===== config.mk =====
export PLATFORM = sky130hd
export DESIGN_NAME = spi_dbuf_master
export DESIGN_NICKNAME = d
export VERILOG_FILES = /design/src/rtl/spi_dbuf_pkg.sv /design/src/rtl/spi_dbuf_engine.sv /design/src/rtl/spi_dbuf_regs.sv /design/src/rtl/spi_dbuf_master.sv
export SDC_FILE = /design/constraint.sdc
export NUM_CORES = 1
export LEC_CHECK = 0
export CORE_UTILIZATION = 30
export DETAILED_ROUTE_END_ITERATION = 8
export PLACE_DENSITY = 0.47
export SLEW_MARGIN = 20
export SYNTH_ARGS = -nofsm -noshare
export SYNTH_HDL_FRONTEND = slang
export SYNTH_HIERARCHICAL = 1
export SYNTH_SLANG_ARGS = --single-unit

===== constraint.sdc =====
create_clock -name clk -period 4.1 [get_ports clk]
set_input_delay 1.025 -clock clk [delete_from_list [all_inputs] [get_ports clk]]
set_output_delay 1.025 -clock clk [all_outputs]
set_load 0.03 [all_outputs]

===== src/rtl/spi_dbuf_pkg.sv =====
package spi_dbuf_pkg;
   localparam int FRAME_BITS = 8;
   localparam int EDGES      = 2 * FRAME_BITS;

   typedef enum logic [2:0] {
      A_CTRL   = 3'd0,
      A_DIVLO  = 3'd1,
      A_DIVHI  = 3'd2,
      A_TXBUF  = 3'd3,
      A_RXBUF  = 3'd4,
      A_STATUS = 3'd5,
      A_IEN    = 3'd6,
      A_VEC    = 3'd7
   } reg_addr_e;

   localparam logic [7:0] VEC_NONE = 8'd0;
   localparam logic [7:0] VEC_RX   = 8'd2;
   localparam logic [7:0] VEC_TX   = 8'd4;

   typedef struct packed {
      logic lsb_first;
      logic cpha;
      logic cpol;
      logic hold;
   } ctrl_t;
endpackage


===== src/rtl/spi_dbuf_engine.sv =====
module spi_dbuf_engine
   import spi_dbuf_pkg::*;
#(
   parameter int DIV_W = 16
) (
   input  logic             clk,
   input  logic             rst_n,
   input  logic             hold,
   input  logic             cpol,
   input  logic             cpha,
   input  logic             lsb_first,
   input  logic [DIV_W-1:0] div,
   input  logic             tx_full,
   input  logic [7:0]       tx_data,
   input  logic             miso,
   output logic             take_o,
   output logic             rx_done_o,
   output logic [7:0]       rx_byte_o,
   output logic             busy_o,
   output logic             sclk_o,
   output logic             mosi_o
);
   localparam int EW = $clog2(EDGES);

   logic             busy_q, lvl_q;
   logic [EW-1:0]    idx_q;
   logic [DIV_W-1:0] cnt_q;
   logic [7:0]       tx_q, rx_q;

   logic [DIV_W-1:0] neff, h1, h2;
   logic             edge_now, last_edge, sample_edge, last_sample, shift_edge;
   logic [7:0]       rx_next;

   always_comb begin
      neff        = (div < DIV_W'(2)) ? DIV_W'(2) : div;
      h1          = neff >> 1;
      h2          = neff - h1;
      edge_now    = busy_q && (cnt_q == '0);
      last_edge   = (idx_q == EW'(EDGES - 1));
      sample_edge = cpha ? idx_q[0] : !idx_q[0];
      last_sample = cpha ? last_edge : (idx_q == EW'(EDGES - 2));
      shift_edge  = cpha ? (!idx_q[0] && (idx_q != '0)) : (idx_q[0] && !last_edge);
      rx_next     = lsb_first ? {miso, rx_q[7:1]} : {rx_q[6:0], miso};
   end

   assign take_o    = !hold && tx_full && (!busy_q || (edge_now && last_edge));
   assign rx_done_o = !hold && edge_now && sample_edge && last_sample;
   assign rx_byte_o = rx_next;
   assign busy_o    = busy_q;
   assign sclk_o    = cpol ^ lvl_q;
   assign mosi_o    = lsb_first ? tx_q[0] : tx_q[7];

   always_ff @(posedge clk or negedge rst_n) begin
      if (!rst_n) begin
         busy_q <= 1'b0;
         lvl_q  <= 1'b0;
         idx_q  <= '0;
         cnt_q  <= '0;
         tx_q   <= '0;
         rx_q   <= '0;
      end else if (hold) begin
         busy_q <= 1'b0;
         lvl_q  <= 1'b0;
         idx_q  <= '0;
         cnt_q  <= '0;
      end else if (take_o) begin
         busy_q <= 1'b1;
         lvl_q  <= 1'b0;
         idx_q  <= '0;
         cnt_q  <= h1 - DIV_W'(1);
         tx_q   <= tx_data;
      end else if (edge_now) begin
         lvl_q <= ~lvl_q;
         if (sample_edge) rx_q <= rx_next;
         if (shift_edge)  tx_q <= lsb_first ? (tx_q >> 1) : (tx_q << 1);
         if (last_edge) begin
            busy_q <= 1'b0;
         end else begin
            idx_q <= idx_q + EW'(1);
            cnt_q <= idx_q[0] ? (h1 - DIV_W'(1)) : (h2 - DIV_W'(1));
         end
      end else if (busy_q) begin
         cnt_q <= cnt_q - DIV_W'(1);
      end
   end

   assert_hold_idle_R10: assert property (@(posedge clk) disable iff (!rst_n)
      hold |=> !busy_q);
   assert_gapless_R7: assert property (@(posedge clk) disable iff (!rst_n)
      (edge_now && last_edge && tx_full && !hold) |=> (busy_q && idx_q == '0));
   assert_idle_after_frame_R7: assert property (@(posedge clk) disable iff (!rst_n)
      (edge_now && last_edge && !tx_full) |=> !busy_q);
   assert_level_steady_R2: assert property (@(posedge clk) disable iff (!rst_n)
      (busy_q && cnt_q != '0 && !hold) |=> $stable(lvl_q));
endmodule


===== src/rtl/spi_dbuf_regs.sv =====
module spi_dbuf_regs
   import spi_dbuf_pkg::*;
#(
   parameter int DIV_W = 16
) (
   input  logic             clk,
   input  logic             rst_n,
   input  logic             wr_en,
   input  logic             rd_en,
   input  logic [2:0]       addr,
   input  logic [7:0]       wdata,
   output logic [7:0]       rdata,
   output ctrl_t            ctrl_o,
   output logic [DIV_W-1:0] div_o,
   output logic             tx_full_o,
   output logic [7:0]       tx_data_o,
   input  logic             take,
   input  logic             rx_done,
   input  logic [7:0]       rx_byte,
   input  logic             busy,
   output logic             irq_o
);
   ctrl_t      ctrl_q;
   logic [7:0] divlo_q, divhi_q, txbuf_q, rxbuf_q;
   logic       txfull_q, txflag_q, rxflag_q, ovr_q;
   logic [1:0] ien_q;

   logic       wr_tx, rd_rx, rd_vec, rx_pend, tx_pend, clr_rx, clr_tx;
   logic [7:0] vec;

   always_comb begin
      wr_tx   = wr_en && (addr == A_TXBUF) && !ctrl_q.hold;
      rd_rx   = rd_en && (addr == A_RXBUF);
      rd_vec  = rd_en && (addr == A_VEC);
      rx_pend = rxflag_q && ien_q[0];
      tx_pend = txflag_q && ien_q[1];
      vec     = rx_pend ? VEC_RX : (tx_pend ? VEC_TX : VEC_NONE);
      clr_rx  = rd_rx || (rd_vec && rx_pend);
      clr_tx  = rd_vec && !rx_pend && tx_pend;
   end

   always_comb begin
      case (addr)
         A_CTRL:   rdata = {4'b0, ctrl_q};
         A_DIVLO:  rdata = divlo_q;
         A_DIVHI:  rdata = divhi_q;
         A_RXBUF:  rdata = rxbuf_q;
         A_STATUS: rdata = {4'b0, busy, ovr_q, txflag_q, rxflag_q};
         A_IEN:    rdata = {6'b0, ien_q};
         A_VEC:    rdata = vec;
         default:  rdata = 8'h00;
      endcase
   end

   assign ctrl_o    = ctrl_q;
   assign div_o     = {divhi_q[DIV_W-9:0], divlo_q};
   assign tx_full_o = txfull_q;
   assign tx_data_o = txbuf_q;
   assign irq_o     = rx_pend || tx_pend;

   always_ff @(posedge clk or negedge rst_n) begin
      if (!rst_n) begin
         ctrl_q   <= ctrl_t'(4'b0001);
         divlo_q  <= 8'h02;
         divhi_q  <= 8'h00;
         txbuf_q  <= 8'h00;
         rxbuf_q  <= 8'h00;
         ien_q    <= 2'b00;
         txfull_q <= 1'b0;
         txflag_q <= 1'b1;
         rxflag_q <= 1'b0;
         ovr_q    <= 1'b0;
      end else begin
         if (wr_en) begin
            case (addr)
               A_CTRL:  ctrl_q  <= ctrl_t'(wdata[3:0]);
               A_DIVLO: divlo_q <= wdata;
               A_DIVHI: divhi_q <= wdata;
               A_IEN:   ien_q   <= wdata[1:0];
               default: ;
            endcase
         end
         if (wr_tx) txbuf_q <= wdata;
         if (ctrl_q.hold) begin
            txfull_q <= 1'b0;
            txflag_q <= 1'b1;
            rxflag_q <= 1'b0;
            ovr_q    <= 1'b0;
         end else begin
            if (wr_tx)     txfull_q <= 1'b1;
            else if (take) txfull_q <= 1'b0;
            if (wr_tx)       txflag_q <= 1'b0;
            else if (take)   txflag_q <= 1'b1;
            else if (clr_tx) txflag_q <= 1'b0;
            if (rx_done) begin
               rxbuf_q  <= rx_byte;
               rxflag_q <= 1'b1;
               if (rxflag_q && !clr_rx) ovr_q <= 1'b1;
               else if (rd_rx)          ovr_q <= 1'b0;
            end else begin
               if (clr_rx) rxflag_q <= 1'b0;
               if (rd_rx)  ovr_q    <= 1'b0;
            end
         end
      end
   end

   assert_rx_flag_R5: assert property (@(posedge clk) disable iff (!rst_n)
      rx_done |=> rxflag_q);
   assert_overrun_src_R6: assert property (@(posedge clk) disable iff (!rst_n)
      $rose(ovr_q) |-> $past(rx_done && rxflag_q));
   assert_vec_clear_R8: assert property (@(posedge clk) disable iff (!rst_n)
      (rd_vec && rx_pend && !rx_done && !ctrl_q.hold) |=> !rxflag_q);
   assert_tx_ready_R7: assert property (@(posedge clk) disable iff (!rst_n)
      (take && !wr_tx) |=> txflag_q);
   assert_irq_mask_R9: assert property (@(posedge clk) disable iff (!rst_n)
      (ien_q == 2'b00) |-> !irq_o);
endmodule


===== src/rtl/spi_dbuf_master.sv =====
module spi_dbuf_master
   import spi_dbuf_pkg::*;
#(
   parameter int DIV_W = 16
) (
   input  logic       clk,
   input  logic       rst_n,
   input  logic       host_wr,
   input  logic       host_rd,
   input  logic [2:0] host_addr,
   input  logic [7:0] host_wdata,
   output logic [7:0] host_rdata,
   output logic       irq,
   output logic       sclk,
   output logic       mosi,
   input  logic       miso
);
   generate
      if (DIV_W < 9 || DIV_W > 16) begin : g_bad_div
         initial $error("DIV_W must lie between 9 and 16");
      end
   endgenerate

   ctrl_t            ctrl;
   logic [DIV_W-1:0] div;
   logic             tx_full, take, rx_done, busy;
   logic [7:0]       tx_data, rx_byte;

   spi_dbuf_regs #(.DIV_W(DIV_W)) u_regs (
      .clk      (clk),
      .rst_n    (rst_n),
      .wr_en    (host_wr),
      .rd_en    (host_rd),
      .addr     (host_addr),
      .wdata    (host_wdata),
      .rdata    (host_rdata),
      .ctrl_o   (ctrl),
      .div_o    (div),
      .tx_full_o(tx_full),
      .tx_data_o(tx_data),
      .take     (take),
      .rx_done  (rx_done),
      .rx_byte  (rx_byte),
      .busy     (busy),
      .irq_o    (irq)
   );

   spi_dbuf_engine #(.DIV_W(DIV_W)) u_engine (
      .clk       (clk),
      .rst_n     (rst_n),
      .hold      (ctrl.hold),
      .cpol      (ctrl.cpol),
      .cpha      (ctrl.cpha),
      .lsb_first (ctrl.lsb_first),
      .div       (div),
      .tx_full   (tx_full),
      .tx_data   (tx_data),
      .miso      (miso),
      .take_o    (take),
      .rx_done_o (rx_done),
      .rx_byte_o (rx_byte),
      .busy_o    (busy),
      .sclk_o    (sclk),
      .mosi_o    (mosi)
   );
endmodule


==> impl_metrics.yaml <==
outcome:
  outcome: "finished, final reports clean"
sta:
  hold_viol: 0
  tightestPinTransition_ns: 0.8045
  rsz0062_at_grt: "no"
  min_period_ns: 3.914
  max_freq_mhz: 255.5
  fin_skew_ns: 0.007659
  slew_violations: 0
  setup_viol: 0
  tns_ns: 0
  timing.final.crit_share: 0.9547
  relSlewSlack: 0.4637
worst_setup_path:
  critPathTopFamily: "buffers and inverters"
  critPathSlowestCell: "clkdlybuf4s50_1"
  timing.critical_path.cells: "clkdlybuf4s50_1 > mux4_2 > nand2b_1 > o21ai_0 > clkdlybuf4s50_1"
  crit_buf_inv: 2
  cp.arrival_ns: 2.89
  worstSetupPathType: "primary input to primary output"
  worstPathRequired_ns: 3.07
  crit_top_cell: "clkdlybuf4s50_1"
  slowest_delay_ns: 0.60
  reg2reg_slack_ns: 0.39
  rr_worst_depth: 15
  rr_endpoint: "u_engine/cnt_q[14]$_DFFE_PN0P_"
  crit_fanout: 4
  cp-end-kind: "primary output"
  cp-start-kind: "primary input"
  r2r-start: "u_regs/divhi_q[7]$_DFFE_PN0P_"
floorplan:
  core_um2: 19590
  rows: 51
  fp.dieW_um: 143.8
  die_height_um: 143.8
  die_area_um2: 20690
  pin_count: 27
  initial_utilization: 0.3081
min_path:
  whs_endpoint: "u_regs/tx_data_o[4]$_DFFE_PN0P_"
  hold_path_depth: 1
  hold_path_class: "flop to flop"
  hold_start: "u_regs/tx_data_o[4]$_DFFE_PN0P_"
global_routing:
  grt_pass1_vias: 4827
  grt_pass1_wl_um: 26900
  grt.overflow.total: 0
  antenna_found_initial: 0
  grt_usage: 0.1730
  grt_max_degree: 81
clocking:
  ctsHoldBuffers: 0
  cts_buffer_depth: 2
  cts_setup_buffers: 0
  root_buffer: "clkbuf_16"
  cts_htree_levels: 3
  cts_resized: 0
  clock_latency_ns: 0.35
  cts_tree: "done"
  numCtsBuffers: 9
  cts.sinks: 80
  clk_pin_slew_worst_paths_ns: 0.06
place:
  globalplace.congestion: 0.8479
  port_buffers: 26
  dp_hpwl_um: 12820
routing:
  drt_iter0_markers: 259
  wire_per_inst_um: 18.23
  dr.pass1.iters: 5
  vias_per_cell: 5.211
  routed_wl_um: 16930
  route.vias.total: 4841
  ant_nets: 0
  drc: 0
power_and_ir_drop:
  power.density_nw_per_um2: 536.9
  worst_ir_drop_vdd_uv: 250.6
  leakage_nw: 2.891
cells_and_area:
  multiInputGateArea_um2: 3692
  n_antenna_cell: 0
  drive_above_1_share: 0.2078
  area_delta_synth_final_pct: 14.10
  fillerInstances: 2010
  final_core_util: 0.3515
  fin_nets: 718
  seqCellArea_um2: 2006
synth:
  async_flop_share: 1.000
  yosysTopAreaCell: "dfrtp_1"
  synth_area_per_cell_um2: 9.505
  syn_nets: 694
  syn_area_um2: 6036
  ys_types: 79
  synth_edf_count: 0
  synth_area_leaders: "dfrtp_1, mux2_2, ha_1"
  syn_inst: 635
  yosysTopAreaCellShare: 0.3192
  ys.flop_type: "dfrtp_1"
  ys_seq_area_frac: 0.3323
  ys_ff_latch: 80
  ys_warn_count: 6
flow_run:
  drv_cap: 0
-- worst register-to-register path: cells and delay by family, from the launching register on --
kind	cells	cell delay [ns]
buffers and inverters	2	0.26
DFF	1	0.38
adders and majority gates	2	0.57
AOI/OAI and AO/OA	5	1.12
and+or+nand+nor	5	1.07
muxes	1	0.20
-- cells in the final DEF, fill, tap and decap left out, drive strengths merged, types with 5 or more instances in the layout --
cell type      instances
dfrtp                 77
mux2                  63
nor2                  47
ha                    42
inv                   42
a21oi                 39
o21ai                 38
nand2                 38
buf                   30
xnor2                 24
clkdlybuf4s50         19
nor3                  15
nor2b                 13
mux2i                 13
nand3                 12
clkbuf                10
xor2                   9
nand2b                 9
a22oi                  8
or3                    7
nor3b                  7
a211oi                 6
nor4                   6
a31oi                  6
a221oi                 6
o31ai                  6
or4                    5
-- flip-flops by register name (all words and copies together) (netlist names), 2 cells and up --
register and cells:
u_engine/rx_q 8, u_regs/rxbuf_q 8, u_engine/tx_q 8, u_regs/ien_q 2
u_engine/cnt_q 16, u_regs/divlo_q 8, u_regs/tx_data_o 8, u_engine/idx_q 4
u_regs/divhi_q 8, u_regs/ctrl_o 4
-- synth_stat cells (all sizes together), types with 13 or more instances --
master and number:
buf 17, mux2i 13, nor3 15, ha 42, inv 38, dfrtp 77
nor2 47, nor2b 13, mux2 63, o21ai 38, xnor2 24, nand2 38
clkbuf 19, a21oi 39
-- cell type report --
class | instances | area share
Multi-Input combinational cell | 480 | 0.5362
Sequential cell | 80 | 0.2912
Timing Repair Buffer | 49 | 0.06086
Tap cell | 265 | 0.04815
Clock buffer | 10 | 0.03470
Inverter | 39 | 0.02198
Clock inverter | 6 | 0.006904
-- per-layer routing --
layer | global-route usage | vias up | wire, um
met3 | 0.03399 | 9 | 782
met4 | 0.03751 | 0 | 131
met5 | 0 | - | 0
met1 | 0.2386 | 2397 | 8129
met2 | 0.2774 | 102 | 7888
li1 | - | 2333 | -
-- metrics by stage --
step / std cells / cell area (um2) / worst slack, ns / hold slack, ns / total power (W)
final: 929 / 6887 / 0.1858 / 0.5076 / 0.003697
after global routing: 929 / 6887 / 0.1198 / 0.5358 / 0.003963
after global placement: 913 / 6596 / 0.2158 / 0.4882 / 0.002875
after detailed placement: 913 / 6596 / 0.1781 / 0.4943 / 0.002887
after floorplan: 635 / 6036 / 0.5818 / 0.4724 / 0.002389
after CTS: 929 / 6883 / 0.1688 / 0.5098 / 0.003728
-- power breakdown --
part,switching (W),internal (W)
logic,0.000993,0.000740
registers,0.000182,0.000973
clock network,0.000373,0.000436
total,0.00155,0.00215
-- cell families after synthesis --
group                      Yosys count  share of synthesized area
and+or+nand+nor                    178                     0.1631
buffers and inverters               75                    0.05597
adders and majority gates           43                    0.09038
AOI/OAI and AO/OA                  148                     0.1638
xor gates and xnor gates            33                    0.04789
muxes                               78                     0.1466
DFF                                 80                     0.3323
-- worst max path at each step --
stage                     slack (ns)                     startpoint                              to  cells after the start
after global placement          0.22                   host_addr[0]                   host_rdata[0]                      5
final                           0.19                   host_addr[0]                   host_rdata[0]                      5
after global routing            0.12                   host_addr[0]                   host_rdata[0]                      5
after CTS                       0.17                   host_addr[0]                   host_rdata[0]                      5
after detailed placement        0.18                   host_addr[0]                   host_rdata[0]                      5
after floorplan                 0.58  u_regs/divhi_q[6]$_DFFE_PN0P_  u_engine/cnt_q[12]$_DFFE_PN0P_                     16
(Power assumes the default switching activity.)
